## config.mk

```make
export PLATFORM = sky130hd
export DESIGN_NAME = vlen_csr_top
export DESIGN_NICKNAME = d
export VERILOG_FILES = /design/src/rtl/vlen_pkg.sv /design/src/rtl/vlen_bank.sv /design/src/rtl/vlen_save_reg.sv /design/src/rtl/vlen_csr_top.sv
export SDC_FILE = /design/constraint.sdc
export NUM_CORES = 1
export LEC_CHECK = 0
export ABC_AREA = 1
export BUFFER_PORTS_ARGS = -buffer_cell sky130_fd_sc_hd__buf_2
export CAP_MARGIN = 20
export CORE_MARGIN = 3
export CORE_UTILIZATION = 37
export CTS_CLUSTER_SIZE = 30
export DETAILED_ROUTE_END_ITERATION = 8
export GPL_TIMING_DRIVEN = 0
export MAX_ROUTING_LAYER = met4
export SLEW_MARGIN = 15
export SYNTH_ARGS = -nofsm -noshare
export SYNTH_HDL_FRONTEND = slang
export SYNTH_SLANG_ARGS = --single-unit
```

## constraint.sdc

```tcl
create_clock -name clk -period 5 [get_ports clk]
set_input_delay 0 -clock clk [delete_from_list [all_inputs] [get_ports clk]]
set_output_delay 0 -clock clk [all_outputs]
set_load 0.05 [all_outputs]
```

## src/rtl/vlen_pkg.sv

```systemverilog
package vlen_pkg;
    localparam int VL_MAX  = 64;
    localparam int FW      = $clog2(VL_MAX);
    localparam int LW      = FW + 1;
    localparam int SW      = 2;
    localparam int P_VL    = 0;
    localparam int P_MVL   = FW;
    localparam int P_SRC   = 2 * FW;
    localparam int P_DST   = 3 * FW;
    localparam int P_SUB   = 4 * FW;
    localparam int P_DSV   = 4 * FW + SW;
    localparam int PACK_W  = 4 * FW + 2 * SW;
    localparam int NBANK   = 3;

    typedef enum logic [1:0] {
        BANK_U = 2'd0,
        BANK_S = 2'd1,
        BANK_M = 2'd2
    } bank_e;

    typedef enum logic [2:0] {
        WK_NONE,
        WK_MAXLEN,
        WK_CURLEN,
        WK_SUBLEN,
        WK_PACKED
    } wkind_e;

    typedef struct packed {
        logic [LW-1:0] maxlen;
        logic [LW-1:0] curlen;
        logic [SW:0]   sublen;
        logic [FW-1:0] src_off;
        logic [FW-1:0] dst_off;
        logic [SW-1:0] sub_off;
    } vlen_state_t;

    function automatic logic [PACK_W-1:0] pack_state(input vlen_state_t s);
        logic [PACK_W-1:0] r;
        logic [LW-1:0]     cm1;
        logic [LW-1:0]     mm1;
        logic [SW:0]       sm1;
        cm1 = s.curlen - 1'b1;
        mm1 = s.maxlen - 1'b1;
        sm1 = s.sublen - 1'b1;
        r = '0;
        r[P_VL  +: FW] = (s.curlen == '0) ? '0 : cm1[FW-1:0];
        r[P_MVL +: FW] = (s.maxlen == '0) ? '0 : mm1[FW-1:0];
        r[P_SRC +: FW] = s.src_off;
        r[P_DST +: FW] = s.dst_off;
        r[P_SUB +: SW] = (s.sublen == '0) ? '0 : sm1[SW-1:0];
        r[P_DSV +: SW] = s.sub_off;
        return r;
    endfunction
endpackage

```

## src/rtl/vlen_bank.sv

```systemverilog
module vlen_bank
    import vlen_pkg::*;
#(
    parameter int XLEN = 32
) (
    input  logic             clk,
    input  logic             rst_n,
    input  wkind_e           wr_kind,
    input  logic [XLEN-1:0]  wr_data,
    output vlen_state_t      st_o
);
    localparam logic [LW-1:0] CAP      = LW'(VL_MAX);
    localparam logic [SW:0]   SUB_MAX  = (SW + 1)'(1 << SW);

    vlen_state_t st_q;
    vlen_state_t st_d;

    logic [FW-1:0] f_cur, f_max, f_src, f_dst;
    logic [SW-1:0] f_sub, f_dsv;
    logic [LW-1:0] p_max, p_cur, p_lim;
    logic [SW:0]   p_sub, p_slim;

    always_comb begin
        f_cur = wr_data[P_VL  +: FW];
        f_max = wr_data[P_MVL +: FW];
        f_src = wr_data[P_SRC +: FW];
        f_dst = wr_data[P_DST +: FW];
        f_sub = wr_data[P_SUB +: SW];
        f_dsv = wr_data[P_DSV +: SW];
        p_max = {1'b0, f_max} + 1'b1;
        p_cur = ({1'b0, f_cur} >= p_max) ? p_max : ({1'b0, f_cur} + 1'b1);
        p_lim = p_cur - 1'b1;
        p_sub = {1'b0, f_sub} + 1'b1;
        p_slim = p_sub - 1'b1;
    end

    always_comb begin
        st_d = st_q;
        unique case (wr_kind)
            WK_MAXLEN: st_d.maxlen = (wr_data >= XLEN'(CAP)) ? CAP
                                     : (wr_data[LW-1:0] + 1'b1);
            WK_CURLEN: st_d.curlen = (wr_data >= XLEN'(st_q.maxlen)) ? st_q.maxlen
                                     : (wr_data[LW-1:0] + 1'b1);
            WK_SUBLEN: begin
                if (wr_data == '0)
                    st_d.sublen = (SW + 1)'(1);
                else if (wr_data >= XLEN'(SUB_MAX))
                    st_d.sublen = SUB_MAX;
                else
                    st_d.sublen = wr_data[SW:0];
            end
            WK_PACKED: begin
                st_d.maxlen  = p_max;
                st_d.curlen  = p_cur;
                st_d.sublen  = p_sub;
                st_d.src_off = ({1'b0, f_src} > p_lim) ? p_lim[FW-1:0] : f_src;
                st_d.dst_off = ({1'b0, f_dst} > p_lim) ? p_lim[FW-1:0] : f_dst;
                st_d.sub_off = ({1'b0, f_dsv} > p_slim) ? p_slim[SW-1:0] : f_dsv;
            end
            default: ;
        endcase
    end

    always_ff @(posedge clk or negedge rst_n) begin
        if (!rst_n) begin
            st_q        <= '0;
            st_q.sublen <= (SW + 1)'(1);
        end else begin
            st_q <= st_d;
        end
    end

    assign st_o = st_q;
endmodule

```

## src/rtl/vlen_save_reg.sv

```systemverilog
module vlen_save_reg
    import vlen_pkg::*;
#(
    parameter int XLEN = 32
) (
    input  logic              clk,
    input  logic              rst_n,
    input  logic              cap_en,
    input  logic [PACK_W-1:0] cap_val,
    input  logic              wr_en,
    input  logic [XLEN-1:0]   wr_val,
    output logic [PACK_W-1:0] q
);
    always_ff @(posedge clk or negedge rst_n) begin
        if (!rst_n)
            q <= '0;
        else if (cap_en)
            q <= cap_val;
        else if (wr_en)
            q <= wr_val[PACK_W-1:0];
    end
endmodule

```

## src/rtl/vlen_csr_top.sv

```systemverilog
module vlen_csr_top
    import vlen_pkg::*;
#(
    parameter int XLEN   = 32,
    parameter int ADDR_W = 4
) (
    input  logic              clk,
    input  logic              rst_n,
    input  logic [1:0]        priv_lvl,
    input  logic              csr_we,
    input  logic [ADDR_W-1:0] csr_addr,
    input  logic [XLEN-1:0]   csr_wdata,
    output logic [XLEN-1:0]   csr_rdata,
    input  logic              trap_valid,
    input  logic [1:0]        trap_priv
);
    localparam logic [ADDR_W-1:0] A_MAX   = ADDR_W'(0);
    localparam logic [ADDR_W-1:0] A_CUR   = ADDR_W'(1);
    localparam logic [ADDR_W-1:0] A_SUB   = ADDR_W'(2);
    localparam logic [ADDR_W-1:0] A_PACK  = ADDR_W'(3);
    localparam logic [ADDR_W-1:0] A_MSAVE = ADDR_W'(4);
    localparam logic [ADDR_W-1:0] A_SSAVE = ADDR_W'(5);
    localparam logic [1:0]        PRV_M   = 2'd3;
    localparam logic [1:0]        PRV_S   = 2'd1;

    bank_e             cur_bank;
    wkind_e            kind;
    vlen_state_t       bank_st [NBANK];
    vlen_state_t       cur_st;
    logic [PACK_W-1:0] cur_packed;
    logic [PACK_W-1:0] save_q [2];
    logic [1:0]        save_cap;
    logic [1:0]        save_wr;

    always_comb begin
        unique case (priv_lvl)
            PRV_M:   cur_bank = BANK_M;
            PRV_S:   cur_bank = BANK_S;
            default: cur_bank = BANK_U;
        endcase
    end

    always_comb begin
        kind = WK_NONE;
        if (csr_we) begin
            unique case (csr_addr)
                A_MAX:   kind = WK_MAXLEN;
                A_CUR:   kind = WK_CURLEN;
                A_SUB:   kind = WK_SUBLEN;
                A_PACK:  kind = WK_PACKED;
                default: kind = WK_NONE;
            endcase
        end
    end

    for (genvar g = 0; g < NBANK; g++) begin : g_bank
        vlen_bank #(.XLEN(XLEN)) u_bank (
            .clk     (clk),
            .rst_n   (rst_n),
            .wr_kind ((cur_bank == bank_e'(g)) ? kind : WK_NONE),
            .wr_data (csr_wdata),
            .st_o    (bank_st[g])
        );
    end

    assign cur_st     = bank_st[cur_bank];
    assign cur_packed = pack_state(cur_st);

    assign save_cap[0] = trap_valid && (trap_priv == PRV_M);
    assign save_cap[1] = trap_valid && (trap_priv == PRV_S);
    assign save_wr[0]  = csr_we && (csr_addr == A_MSAVE);
    assign save_wr[1]  = csr_we && (csr_addr == A_SSAVE);

    for (genvar g = 0; g < 2; g++) begin : g_save
        vlen_save_reg #(.XLEN(XLEN)) u_save (
            .clk     (clk),
            .rst_n   (rst_n),
            .cap_en  (save_cap[g]),
            .cap_val (cur_packed),
            .wr_en   (save_wr[g]),
            .wr_val  (csr_wdata),
            .q       (save_q[g])
        );
    end

    always_comb begin
        unique case (csr_addr)
            A_MAX:   csr_rdata = XLEN'(cur_st.maxlen);
            A_CUR:   csr_rdata = XLEN'(cur_st.curlen);
            A_SUB:   csr_rdata = XLEN'(cur_st.sublen);
            A_PACK:  csr_rdata = XLEN'(cur_packed);
            A_MSAVE: csr_rdata = XLEN'(save_q[0]);
            A_SSAVE: csr_rdata = XLEN'(save_q[1]);
            default: csr_rdata = '0;
        endcase
    end
endmodule

```

==> qor.yml, run 1 <==
status: "complete, no violations"
start_kind: "primary input"
drt_wl_total_mm: 38.4
path_clk_slew_ps: 70
multiInputGateArea_sq_um: 5450
grt_pass1_wl_mm: 58.3
synth_cell_types: 47
cp_slowest_cell: "dlygate4sd3_1"
via_count: 10424
seqPwrFrac_pct: 37.3
placed_cells: 1774
worst_slew_pin_slew_ps: 965
critical_path.endpoint_type: "register"
critical-path-top-cell-by-count: "nand2_1"
register_area_sq_um: 3730
antenna_found_initial: 0
relSlewSlack_pct: 35.7
pwr-share-comb_pct: 32.0
ys_warn_count: 0
cts_buffers: 17
layout-drive-gt1-share_pct: 10.5
port_buffers: 69
switching_share_pct: 38.7
placement.cell_area_sq_um: 10800
htree_levels: 4
internal-power_mw: 2.77
reg2reg_depth: 11
setup_tns_ps: 0
die_y_microns: 170
avgSynthCellArea_sq_um: 7.31
grt_max_degree: 93
p_sw_mw: 1.75
drc: 0
crit_path_start: "csr_wdata[7]"
design_area_sq_um: 11600
ys_seq_area_share_pct: 37.4
drv_slew: 0
critPathBufInv: 5
clockRootBuffer: "clkbuf_16"
cpPeakStageDelay_ps: 520
dp.final_hpwl_mm: 28.6
critPathRequiredTime_ps: 5330
grt.total_usage_pct: 27.3
netlist_area_sq_um: 9980
gp_congestion: 1.00
cp-endpoint: "g_bank[2].u_bank.st_o[6]$_DFFE_PN0P_"
max_freq_ghz: 0.217
finalClockSkew_ps: 11.4
antenna-diode-count: 0
ys_ff_latch: 149
ff2ff_setup_slack_ps: 2290
power_leakage_nw: 5.71
p_clk_share_pct: 30.8
grt_pass1_vias: 9816
start_util_pct: 38.0
rows: 59
r2r_end: "g_save[1].u_save.q[11]$_DFFE_PN0P_"
viasPerCell: 5.71
firstDrtPassIters: 6
n_fill_cell: 2669
cts.sinks: 149
die_area_sq_um: 29000
min_path_type: "primary input to register"
ant_nets: 0
core_sq_um: 26300
path_class: "primary input to register"
fin_crit_sh_pct: 92.0
total_power_mw: 4.52
p_per_area_nw_per_um2: 388
drt_iter0_drc: 1398
die_x_microns: 170
setup_viol: 0
rsz0062_at_grt: "false"
design.final.nets: 1572
cts_setup_buffers: 0
hold_viol: 0
clockBufferDepth: 2
clkLatencyLatePin_ps: 440
cp_num_cells: 32
io_pins: 76
fin_cells: 1827
peakVddDrop_v: 0.000240
gr-total-overflow: 0
synth_cells: 1366
syn_to_final_growth_pct: 16.5
critPathTopFamily: "simple AND/OR/NAND/NOR gates"
cts_tree: "yes"
period_minus_slack_ps: 4600
drv_cap: 0
rr_startpoint: "g_bank[1].u_bank.st_o[25]$_DFFE_PN0P_"
crit_fanout: 8
cp.arrival_ps: 4930
wire_per_inst_microns: 21.0
per-stage QoR:
step	utilization (%)	setup WS, ps	hold slack [ps]
3_3_place_gp	40.9	95.0	358
5_1_grt	44.2	126	37.2
4_1_cts	44.2	332	10.7
2_1_floorplan	-	1540	-296
6_report	44.2	401	14.6
3_5_place_dp	41.1	101	-35.6
flip-flops by register name (all words and copies together), names as in the netlist:
register	count
g_save.u_save.q	56
g_bank.u_bank.st_o	93
layout by cell type, fill, tap and decap left out, types with 6 or more instances in the layout:
cell type,n
buf_2,70
o21ai_0,73
inv_1,132
clkbuf_1,53
a22oi_1,6
nand4_1,11
a221oi_1,7
nand3_1,92
o311ai_0,20
xor2_1,10
nor2_1,64
nor3_1,11
o221ai_1,68
o22ai_1,21
clkinv_1,7
nand2_1,445
ha_1,49
o211ai_1,15
buf_4,6
clkbuf_16,17
a21oi_1,51
dlygate4sd3_1,21
nand2_2,23
dfrtp_1,146
worst min-delay path by stage:
stage	from	end	slack [ps]	cells past startpoint
2_1_floorplan	rst_n	g_bank[0].u_bank.st_o[0]$_DFFE_PN0P_	-300	0
3_3_place_gp	csr_wdata[24]	g_bank[0].u_bank.st_o[14]$_DFFE_PN1P_	360	2
3_5_place_dp	rst_n	g_save[0].u_save.q[8]$_DFFE_PN0P_	-40	1
4_1_cts	csr_wdata[20]	g_bank[2].u_bank.st_o[4]$_DFFE_PN0P_	10	5
5_1_grt	csr_wdata[20]	g_bank[0].u_bank.st_o[4]$_DFFE_PN0P_	40	5
6_report	csr_wdata[20]	g_bank[2].u_bank.st_o[4]$_DFFE_PN0P_	10	5
power groups by stage:
stage | registers [mW] | logic [mW] | clock network, mW
finish | 1.68 | 1.44 | 1.39
CTS | 1.68 | 1.42 | 1.39
detailed placement | 1.70 | 1.40 | 0
global placement | 1.69 | 1.37 | 0
floorplan | 1.65 | 0.984 | 0
global route | 1.71 | 1.60 | 1.45
Yosys cell counts (all sizes together):
cell type	number	area share, %
a22oi	6	0.45
clkinv	7	0.26
and3	2	0.13
or2	3	0.19
o21ai	76	4.0
buf	11	0.74
a31oi	1	0.063
a21oi	51	2.6
o22ai	21	1.3
o2111ai	5	0.44
nand2	473	19
nor2	66	2.6
o21bai	1	0.075
dfstp	3	0.79
o221ai	68	6.0
o211ai	15	1.1
nand3b	4	0.30
or4	1	0.075
dfrtp	146	37
conb	1	0.038
o311ai	20	1.8
o21a	2	0.15
nand4	11	0.69
a22o	1	0.088
inv	138	5.2
o31ai	2	0.15
a221oi	7	0.61
a21boi	3	0.23
nand3	93	4.7
nor3	11	0.55
xnor2	1	0.088
clkbuf	53	2.0
nor4	3	0.19
ha	49	6.1
xor2	11	0.96
logic make-up (layout without fill, tap and decap cells):
group                      Yosys count  count (layout)  synth area share [%]
and+or+nand+nor                    667             667                  28.1
AOI/OAI and AO/OA                  279             279                  19.0
adders and majority gates           49              49                  6.14
buffers and inverters              209             332                  8.23
xor gates and xnor gates            12              12                  1.05
other                                1               4                0.0376
DFF                                149             149                  37.4
timing repair:
action | in CTS | in global routing
hold endpoints to repair | 105 | 0
hold buffers | 21 | 0
resized for setup | 0 | 1
endpoints found under the setup margin | 0 | 15
tightest hold or removal path: stages:
cell     delay [ps]
buf_2           110
inv_1            90
nand2_2          90
nand3_1          70
nand2_1          60
metal layers:
layer  vias to the layer above  routed length (microns)  GRT usage [%]
met5                         -                        0              -
met4                         0                     1140           9.52
met3                        88                     3020           3.81
met2                       541                    17200           41.2
met1                      4924                    17100           37.6
li1                       4871                        -              -
layout make-up:
cell class              count  area share [%]
clock inverters            13            1.37
inverters                 145            4.72
clock buffers              19            3.90
multi-input cells        1011            46.9
plain buffers              64            2.35
well taps                 335            3.60
flip-flops and latches    149            32.1
repair buffers             91            5.10
Note: power is estimated with default switching activity, not from simulation.
==> run 2, diff against run 1 <==
- CORE_UTILIZATION: 37 -> 40
==> qor.yml, run 2 (same netlist as run 1, synthesis figures left out) <==
path_class: "primary input to register"
drt_iter0_drc: 1139  # -19%
largest_reg_flops: 93  # unchanged
grt_pass1_wl_mm: 57.7  # -1.1%
die_y_microns: 164  # -3.7%
min_path_type: "primary input to register"
cp_slowest_cell: "dlygate4sd3_1"
status: "complete, no violations"
drc: 0  # unchanged
grt_pass1_vias: 9789  # -0.28%
hold_viol: 0  # unchanged
grt.total_usage_pct: 29.0  # +1.8 points
power_leakage_nw: 5.68  # -0.53%
critPathRequiredTime_ps: 5310  # -20 ps
antenna-diode-count: 0  # unchanged
core_sq_um: 24400  # -7.2%
worst_slew_pin_slew_ps: 985  # +20.2 ps
finalClockSkew_ps: 12.3  # +0.858 ps
rsz0062_at_grt: "false"
fin_crit_sh_pct: 94.0  # +2.0 points
peakVddDrop_v: 0.000194  # -19%
gr-total-overflow: 0  # unchanged
dp.final_hpwl_mm: 28.2  # -1.5%
cpPeakStageDelay_ps: 520  # about the same
layout_commonest_cell: "nand2_1"
start_kind: "primary input"
p_per_area_nw_per_um2: 381  # -1.8%
layout-drive-gt1-share_pct: 10.4  # -0.12 points
relSlewSlack_pct: 34.3  # -1.3 points
clockBufferDepth: 2  # unchanged
start_util_pct: 40.9  # +2.9 points
period_minus_slack_ps: 4700  # +99.5 ps
max_freq_ghz: 0.213  # -2.1%
design_area_sq_um: 11600  # -0.37%
ant_nets: 0  # unchanged
port_buffers: 69  # unchanged
drv_slew: 0  # unchanged
rows: 57  # -3.4%
io_pins: 76  # unchanged
critical_path.endpoint_type: "register"
htree_levels: 4  # unchanged
drv_cap: 0  # unchanged
firstDrtPassIters: 5  # -1
dp_slack_ps: 31.1  # -69.4 ps
crit_fanout: 8  # unchanged
wire_per_inst_microns: 20.6  # -2.1%
viasPerCell: 5.72  # +0.34%
design.final.nets: 1571  # -0.064%
placement.cell_area_sq_um: 10800  # -0.13%
critical-path-top-cell-by-count: "nand2_1"
path_clk_slew_ps: 70  # about the same
die_area_sq_um: 26900  # -7.2%
cts.sinks: 149  # unchanged
setup_tns_ps: 0  # unchanged
antenna_found_initial: 0  # unchanged
worst_slack_ps: 301  # -99.5 ps
cts_setup_buffers: 0  # unchanged
placed_cells: 1763  # -0.62%
clockRootBuffer: "clkbuf_16"
syn_to_final_growth_pct: 16.0
grt_max_degree: 84  # -9.7%
cts_tree: "yes"
cp.arrival_ps: 5010  # +80 ps
gp_congestion: 0.972  # -3.0%
n_fill_cell: 2471  # -7.4%
final_util_pct: 47.5  # +3.3 points
most-common-layout-cells: "nand2_1 (445), dfrtp_1 (146), inv_1 (132), nand3_1 (92), o21ai_0 (73)"
via_count: 10385  # -0.37%
clkLatencyLatePin_ps: 430  # about the same
fin_cells: 1814  # -0.71%
setup_viol: 0  # unchanged
die_x_microns: 164  # -3.7%
cts_buffers: 17  # unchanged
drt_wl_total_mm: 37.4  # -2.8%
==> run 2: cell type report <==
class,count,area [sq um],share of cell area (%)
sequential,149,3730,32.2
buffer,64,273,2.35
timing repair buffer,90,583,5.03
multi-input combinational,1011,5470,47.2
tap,324,405,3.50
clock inverter,11,128,1.10
inverter,145,549,4.74
clock buffer,20,447,3.86
==> run 2: through the flow <==
step	hold WS, ps	power (mW)
2_1_floorplan	-296	2.63
3_3_place_gp	356	3.07
3_5_place_dp	-8.40	3.09
4_1_cts	5.94	4.39
5_1_grt	35.2	4.68
6_report	17.1	4.42
==> run 2: worst paths after layout <==
kind	start	to	slack [ps]	cells after the start
max in group asynchronous	rst_n	g_bank[0].u_bank.st_o[12]$_DFFE_PN0P_	4070	3
hold / removal	csr_wdata[20]	g_bank[1].u_bank.st_o[4]$_DFFE_PN0P_	20	5
setup reg to reg	g_bank[1].u_bank.st_o[25]$_DFFE_PN0P_	g_save[1].u_save.q[11]$_DFFE_PN0P_	2300	11
setup / recovery	csr_wdata[7]	g_bank[2].u_bank.st_o[2]$_DFFE_PN0P_	300	32
min in group asynchronous	rst_n	g_save[0].u_save.q[7]$_DFFE_PN0P_	90	2
hold reg to reg	g_bank[1].u_bank.st_o[10]$_DFFE_PN0P_	g_bank[1].u_bank.st_o[10]$_DFFE_PN0P_	480	2
==> run 2: power breakdown <==
part | switching (mW) | internal (mW)
sequential | 0.167 | 1.52
clock | 0.547 | 0.748
combinational | 0.969 | 0.472
total | 1.68 | 2.74
==> run 2: critical path: cells and delay by family <==
family,cells,cell delay [ps]
compound gates,2,290
xor+xnor,1,460
fa+ha+maj,3,930
buf+inv,5,1140
simple gates,21,2170
==> run 2: metal layers <==
| layer | routed length [microns] | vias to the layer above | global-route usage [%] |
|---|---|---|---|
| met1 | 17000 | 4932 | 40.5 |
| met3 | 3070 | 62 | 5.40 |
| li1 | - | 4878 | - |
| met2 | 16600 | 513 | 43.6 |
| met5 | 0 | - | - |
| met4 | 757 | 0 | 7.77 |
==> run 2: what timing repair did <==
| action | in CTS | in global routing |
|---|---|---|
| endpoints found under the hold margin | 102 | 0 |
| endpoints found under the setup margin | 0 | 15 |
| hold buffers | 20 | 0 |
| gates resized for setup | 0 | 3 |
